`config.mk`:
```
export PLATFORM = sky130hd
export DESIGN_NAME = scan_shift_engine
export DESIGN_NICKNAME = d
export VERILOG_FILES = /design/src/rtl/scan_shift_engine.sv
export SDC_FILE = /design/constraint.sdc
export NUM_CORES = 1
export LEC_CHECK = 0
export ABC_CLOCK_PERIOD_IN_PS = 6020
export BUFFER_PORTS_ARGS = -buffer_cell sky130_fd_sc_hd__buf_2
export CAP_MARGIN = 20
export CORE_AREA = 2 2 320 164
export CTS_CLUSTER_SIZE = 20
export DETAILED_ROUTE_END_ITERATION = 7
export DIE_AREA = 0 0 322 166
export GPL_TIMING_DRIVEN = 1
export SLEW_MARGIN = 20
export SYNTH_ARGS = -nofsm -noshare
export SYNTH_HDL_FRONTEND = slang
export SYNTH_SLANG_ARGS = --single-unit
```
`constraint.sdc`:
```
create_clock -name clk -period 6.02 [get_ports clk]
set_input_delay 0 -clock clk [delete_from_list [all_inputs] [get_ports clk]]
set_output_delay 0 -clock clk [all_outputs]
set_load 0.005 [all_outputs]
```
`src/rtl/scan_shift_engine.sv`:
```
module scan_shift_engine #(
  parameter int NCH = 4,
  parameter int DEPTH = 32,
  parameter int DIV = 4,
  parameter logic [7:0] CMD = 8'hC3,
  localparam int PW = $clog2(DEPTH),
  localparam int CW = $clog2(DEPTH + 1),
  localparam int DW = (DIV > 1) ? $clog2(DIV) : 1
) (
  input  logic           clk,
  input  logic           rst_n,
  input  logic           bus_wr,
  input  logic [1:0]     bus_addr,
  input  logic [31:0]    bus_wdata,
  output logic [NCH-1:0] chain_en,
  output logic           active,
  output logic [CW-1:0]  fifo_count,
  output logic           err_cmd,
  output logic           err_ovf,
  output logic [NCH-1:0] scan_data,
  output logic [NCH-1:0] scan_strobe
);
  // DEPTH must be a power of two so the pointers wrap naturally.
  typedef enum logic [2:0] {S_IDLE, S_HDR, S_LOAD, S_SHIFT, S_TAIL} st_t;
  st_t st;

  logic [7:0]    mem [DEPTH];
  logic [PW-1:0] rp, wp;
  logic [7:0]    sh;
  logic [6:0]    left;
  logic [2:0]    bcnt;
  logic [DW-1:0] dc;
  logic          cmd_ok;
  logic          pop;

  wire [7:0] head     = mem[rp];
  wire       one_hot  = $onehot(chain_en);
  wire       tick     = dc == DW'(DIV - 1);
  wire       have     = fifo_count != '0;
  wire       push_req = bus_wr && bus_addr != 2'd0;
  wire [2:0] plen     = (bus_addr == 2'd1) ? 3'd1 : (bus_addr == 2'd2) ? 3'd2 : 3'd4;
  wire       fits     = (int'(fifo_count) + int'(plen)) <= DEPTH;
  wire       push     = push_req && fits;

  assign active      = st != S_IDLE;
  assign scan_data   = (st == S_SHIFT) ? (chain_en & {NCH{sh[0]}}) : '0;
  assign scan_strobe = (st == S_SHIFT && tick) ? chain_en : '0;

  always_comb begin
    unique case (st)
      S_IDLE:  pop = have && one_hot;
      S_HDR:   pop = have;
      S_LOAD:  pop = have;
      S_SHIFT: pop = tick && left != 7'd0 && bcnt == 3'd7 && have;
      default: pop = 1'b0;
    endcase
  end

  for (genvar i = 0; i < 4; i++) begin : g_lane
    always_ff @(posedge clk)
      if (push && i < int'(plen)) mem[wp + PW'(i)] <= bus_wdata[8*i +: 8];
  end

  always_ff @(posedge clk or negedge rst_n) begin
    if (!rst_n) begin
      rp <= '0; wp <= '0; fifo_count <= '0;
      err_ovf <= 1'b0; chain_en <= '0;
    end else begin
      if (push) wp <= wp + PW'(plen);
      if (pop)  rp <= rp + 1'b1;
      fifo_count <= fifo_count + (push ? CW'(plen) : CW'(0)) - CW'(pop);
      if (push_req && !fits) err_ovf <= 1'b1;
      if (bus_wr && bus_addr == 2'd0 && st == S_IDLE) chain_en <= bus_wdata[NCH-1:0];
    end
  end

  always_ff @(posedge clk or negedge rst_n) begin
    if (!rst_n) begin
      st <= S_IDLE; sh <= '0; left <= '0; bcnt <= '0; dc <= '0;
      cmd_ok <= 1'b0; err_cmd <= 1'b0;
    end else begin
      unique case (st)
        S_IDLE: if (pop) begin cmd_ok <= head == CMD; st <= S_HDR; end
        S_HDR: if (have) begin
          if (cmd_ok && !head[7]) begin left <= head[6:0]; st <= S_LOAD; end
          else begin err_cmd <= 1'b1; st <= S_IDLE; end
        end
        S_LOAD: if (have) begin sh <= head; bcnt <= '0; dc <= '0; st <= S_SHIFT; end
        S_SHIFT: if (tick) begin
          dc <= '0;
          if (left == 7'd0) st <= S_TAIL;
          else begin
            left <= left - 1'b1;
            bcnt <= bcnt + 1'b1;
            if (bcnt == 3'd7) begin
              if (have) sh <= head;
              else st <= S_LOAD;
            end else sh <= sh >> 1;
          end
        end else dc <= dc + 1'b1;
        S_TAIL: if (tick) begin dc <= '0; st <= S_IDLE; end
                else dc <= dc + 1'b1;
        default: st <= S_IDLE;
      endcase
    end
  end

  assert_count_bound_R10: assert property (@(posedge clk) disable iff (!rst_n)
    int'(fifo_count) <= DEPTH);
  assert_one_strobe_R6: assert property (@(posedge clk) disable iff (!rst_n)
    $onehot0(scan_strobe) && ((scan_strobe == '0) || active));
  assert_en_frozen_R8: assert property (@(posedge clk) disable iff (!rst_n)
    $past(active) |-> $stable(chain_en));
  assert_ovf_sticky_R4: assert property (@(posedge clk) disable iff (!rst_n)
    $past(err_ovf) |-> err_ovf);
  assert_cmd_sticky_R1: assert property (@(posedge clk) disable iff (!rst_n)
    $past(err_cmd) |-> err_cmd);
  assert_no_take_R9: assert property (@(posedge clk) disable iff (!rst_n)
    (!active && !$onehot(chain_en)) |=> (fifo_count >= $past(fifo_count)));
endmodule

```
# --- After elaboration in Yosys (flattened, before gate mapping) ---
# Memories as Yosys holds them, arrays and structs flattened.
# Index checks and enable logic that the tools add are counted.
totals:
  regBits: 46
  ramBits: 256
  out_inout_bits: 21
  elab_cells: 130
  mem_count: 1
memory_table:
  columns: ["memory", "words", "width", "rd", "rd_clocked_by_memory_dff", "write_ports", "line_no", "source"]
  rows:
  - ["mem", 32, 8, 1, 0, 4, "27", "logic [7:0] mem [DEPTH];"]
classes:
  addsub: 14
  order_cmp: 5
  n_eq_ne: 19
  muxes: 41
  bitwise: 2
  n_reduce_logical: 36
ops:
  columns: ["operator", "count"]
  rows:
  - ["3-bit 2-to-1 mux", 14]
  - ["8-bit 2-to-1 mux", 4]
  - ["7-bit 2-to-1 mux", 4]
  - ["8-bit one-hot mux with 2 select lines", 1]
  - ["1-bit logical AND", 15]
  - ["3-bit one-hot mux with 5 select lines", 1]
  - ["2-bit inequality test, second input constant", 7]
  - ["7-bit one-hot mux with 2 select lines", 1]
  - ["5-bit by 1-bit adder with 5-bit output, second input constant", 2]
  - ["5-bit by 2-bit adder with 5-bit output, second input constant", 2]
  - ["8-bit equality test, second input constant", 1]
  - ["1-bit 2-to-1 mux", 8]
  - ["4-bit 2-to-1 mux", 2]
  - ["2-bit nonzero test", 4]
  - ["6-bit by 3-bit adder with 7-bit output", 1]
  - ["7-bit by 6-bit <= comparator with 1-bit output, second input constant", 1]
  - ["7-bit zero test", 1]
  - ["7-bit AND reduction", 1]
  - ["7-bit nonzero test", 1]
  - ["7-bit by 1-bit subtractor with 7-bit output, second input constant", 1]
  - ["6-bit by 3-bit adder with 6-bit output", 1]
  - ["3-bit by 1-bit equality test with 1-bit output, second input constant", 2]
  - ["3-bit by 2-bit equality test with 1-bit output, second input constant", 2]
  - ["3-bit equality test, second input constant", 2]
  - ["other kinds (28)", 38]

# --- Logic depth before layout (Yosys ltp) ---
logic_depth:
  depth_word: 9
  depth_mapped: 21
  mapped_depth_nobuf: 19

# --- Worst setup path after synthesis ---
# OpenSTA, ideal clock, no wires.
synth_path:
  path_kind: "register to register"
  startpoint: "register chain_en[0]"
  endpoint: "register fifo_count[4]"
  setup_ns: 0.080
  arrival_ns: 3.653
  t_required_ns: 5.940
  path_slack_ns: 2.287
  path_stages_with_launch: 18
  synth_period_minus_slack_ns: 3.733
  path_cell_list: "dfrtp_1 > inv_1 > fa_1 > inv_1 > ha_1 > ha_1 > nor2_1 > a21boi_0 > a21oi_1 > a41oi_1 > nor3_1 > ha_1 > inv_1 > ha_1 > fa_1 > a21o_1 > a21oi_1 > xnor2_1"
synth_via:
  elab_chain_len: 6
synth_lines:
  columns: ["element", "line_no", "source"]
  rows:
  - ["start: declaration", "15", "output logic [NCH-1:0] chain_en,"]
  - ["start signal: assignment", "73", "if (bus_wr && bus_addr == 2'd0 && st == S_IDLE) chain_en <= bus_wdata[NCH-1:0];"]
  - ["1-bit by 1-bit adder with 2-bit output (implied by the code)", "37", "wire one_hot = $onehot(chain_en);"]
  - ["2-bit by 2-bit adder with 3-bit output (implied by the code)", "37", null]
  - ["3-bit by 1-bit equality test with 1-bit output", "37", null]
  - ["1-bit logical AND", "51", "S_IDLE: pop = have && one_hot;"]
  - ["1-bit one-hot mux with 3 select lines", "50", "unique case (st)"]
  - ["net pop", "34", "logic pop;"]
  - ["6-bit by 1-bit subtractor with 6-bit output", "71", "fifo_count <= fifo_count + (push ? CW'(plen) : CW'(0)) - CW'(pop);"]
  - ["end signal: assignment", "71", null]
  - ["end: declaration", "17", "output logic [CW-1:0] fifo_count,"]
# The timed path passes the listed nets, and every way through them passes these cells.
# A chain may end at the register's enable or synchronous reset.

==> flow_summary.yaml <==
grt:
  grt_pass1_vias: 19364
  gr-usage-all-layers_pct: 36.9
  grt_max_degree: 47
  grt_overflow: 0
  antenna_found_initial: 3
  grt_pass1_wl_mm: 142
synth:
  synth_edf_count: 256
  synthCells: 2257
  yosysWarnings: 0
  ys_types: 91
  ys_ff_latch: 302
  syn_area_sq_um: 21600
  syn_area_per_cell_sq_um: 9.56
  synthTopCellsByArea: "edfxtp_1, mux2i_1, a21oi_1"
  async_reset_ff_share_pct: 15.2
  synthFlopType: "edfxtp_1"
  yosys.area.top_type_share_pct: 35.6
  synth_nets: 2325
  ys_seq_area_share_pct: 41.0
  synth_area_leader_cell: "edfxtp_1"
worst_setup_path:
  crit_fanout: 19
  setup.worst_path.end_class: "register"
  critPathSlowestCell: "o21ai_0"
  cp.arrival_ns: 4.96
  slowest_delay_ns: 1.25
  crit_path_cell_trace: "ha_1 -> nor2b_1 -> a21oi_1 -> o21a_1 -> and3_1 -> nor2_8 -> nor2_1 -> buf_4 -> nand3_1 -> o21ai_0"
  r2r_end: "mem[16][6]$_DFFE_PP_"
  crit_type: "register to register"
  reg2reg_depth: 10
  crit_path_start_kind: "register"
  r2r_slack_ns: 1.28
  cp.required_ns: 6.24
  reg2reg_from: "fifo_count[3]$_DFF_PN0_"
clock_tree:
  clkTransAtPathRegs_ns: 0.07
  post_cts_buffers: 0
  cts_tree: "done"
  clock_sinks: 302
  cts_buffer_depth: 3
  clk_latency_ns: 0.61
  post_cts_resized: 0
  clockRootBuffer: "clkbuf_16"
  htree_levels: 1
  hold_buffers: 2
  numCtsBuffers: 31
layout:
  area_delta_synth_final_pct: 7.72
  fin_nets: 2246
  post-route-util_pct: 45.6
  drive_gt1_share_pct: 12.7
  layout_commonest_cell: "a21oi_1"
  final_cell_mix: "a21oi_1, edfxtp_1, o22ai_1"
die:
  die_y_um: 166
  dieArea_sq_um: 53500
  die_x_um: 322
  initial_core_util_pct: 42.4
  rows: 59
  coreArea_sq_um: 50900
  ios: 58
timing:
  relSlewSlack_pct: 13.5
  rsz0062_at_grt: "no"
  fin_skew_ns: 0.0147
  finalSetupViolCount: 0
  hold_viol: 0
  finalSetupTns_ns: 0
  tightest_slew_ns: 1.30
  period_minus_slack_ns: 4.74
  fmax_mhz: 211
  fin_crit_sh_pct: 78.7
  slew_viol_final: 0
min_path:
  hold_class: "primary input to async pin"
route:
  vias: 21424
  drc: 14
  antenna_left: 0
  dr.pass1.iters: 8
  vias_per_cell: 7.45
  drt-total-wl_mm: 102
  wl_per_cell_um: 35.4
  drt_iter0_markers: 4586
placement:
  place_congestion: 1.09
  dpl.hpwl_mm: 66.3
  portBuffers: 57
run_status:
  status: "finished, violations left"
  violations: "design-rule violations"
job:
  maxCapViolations: 0
power:
  ir_drop_mv: 0.230
  powerDensity_nw_per_um2: 417
  leakagePower_nw: 8.68
-- layer usage --
| layer | vias to the layer above | routed length, um | GRT usage, % | share of wire (%) |
|---|---|---|---|---|
| li1 | 8583 | - | - | - |
| met1 | 10197 | 40800 | 54.3 | 40 |
| met2 | 2273 | 35100 | 43.1 | 34 |
| met3 | 367 | 21800 | 22.6 | 21 |
| met4 | 4 | 4110 | 10.9 | 4.0 |
| met5 | - | 49 | 0 | 0.048 |
-- worst max-delay path by stage --
stage                     cells past startpoint                    start                 endpoint
after detailed placement                     10  fifo_count[3]$_DFF_PN0_     mem[12][3]$_DFFE_PP_
after global routing                         11  fifo_count[1]$_DFF_PN0_     mem[10][1]$_DFFE_PP_
after CTS                                    10  fifo_count[3]$_DFF_PN0_     mem[12][3]$_DFFE_PP_
final                                        10  fifo_count[3]$_DFF_PN0_     mem[16][6]$_DFFE_PP_
after floorplan                              17  chain_en[0]$_DFFE_PN0P_  fifo_count[4]$_DFF_PN0_
after global placement                       14              bus_addr[0]     mem[10][3]$_DFFE_PP_
-- area by class of cell --
cell class	count	area (sq um)
multi-input cells	1671	11600
inverters	48	180
diodes	4	10.0
flip-flops and latches	302	8850
well taps	671	840
clock inverters	21	204
clock buffers	35	791
fillers	4826	27700
repair buffers	124	791
-- flip-flops by register name, indices dropped and copies added (netlist names) --
| signal | cells |
|---|---|
| bcnt | 3 |
| chain_en | 4 |
| cmd_ok | 1 |
| dc | 2 |
| err_cmd | 1 |
| err_ovf | 1 |
| fifo_count | 6 |
| left | 7 |
| mem | 256 |
| rp | 5 |
| sh | 8 |
| st | 3 |
| wp | 5 |
-- synth_stat cells, types with 17 or more instances --
| cell type | instances |
|---|---|
| o21ai_0 | 93 |
| ha_1 | 29 |
| nand3_1 | 74 |
| edfxtp_1 | 256 |
| or3_1 | 19 |
| buf_1 | 22 |
| a21o_1 | 18 |
| nor2b_1 | 17 |
| nor2_1 | 94 |
| mux4_2 | 49 |
| a31oi_1 | 36 |
| nand2b_1 | 24 |
| nand4_1 | 28 |
| o211ai_1 | 24 |
| nand2_1 | 192 |
| buf_2 | 58 |
| and2_1 | 22 |
| and3_1 | 18 |
| o31ai_1 | 20 |
| xnor2_1 | 18 |
| mux2i_1 | 181 |
| inv_1 | 46 |
| o22ai_1 | 206 |
| clkbuf_1 | 138 |
| nor3_1 | 20 |
| dfrtp_1 | 46 |
| a21oi_1 | 266 |
| a211oi_1 | 41 |
-- metrics by stage --
| step | instance area [sq um] | instances | hold WS [ns] | power, W | setup slack (ns) |
|---|---|---|---|---|---|
| 3_3_place_gp | 22200 | 2812 | 0.157 | 0.00735 | 1.67 |
| 6_report | 23200 | 2876 | 0.0407 | 0.00968 | 1.28 |
| 2_1_floorplan | 21600 | 2257 | -0.296 | 0.00563 | 2.29 |
| 5_1_grt | 23200 | 2872 | 0.0967 | 0.00991 | 1.25 |
| 4_1_cts | 23200 | 2871 | 0.0676 | 0.00935 | 1.48 |
| 3_5_place_dp | 22200 | 2813 | 0.160 | 0.00737 | 1.54 |
-- critical path, delay by kind of cell, from the launching register on --
kind,cells,cell delay (ns)
fa+ha+maj,1,0.32
buf+inv,1,0.23
simple gates,5,1.61
compound gates,3,1.61
flops,1,0.57
-- power breakdown --
group / leakage, nW / internal, W / total (W) / switching (W)
Combinational: 5.31 / 0.00144 / 0.00481 / 0.00337
Clock: 0.483 / 0.00108 / 0.00199 / 0.000910
Sequential: 2.88 / 0.00255 / 0.00288 / 0.000339
-- logic make-up (layout without fill, tap and decap cells) --
logic type	Yosys count	count (layout)	synth area share [%]
mux	235	235	13.8
compound gates	824	824	23.9
fa+ha+maj	33	33	1.97
xor+xnor	26	26	1.06
flops	302	302	41.0
simple gates	553	553	12.8
other cells	0	4	0
buf+inv	284	228	5.62
(Power assumes the default switching activity.)
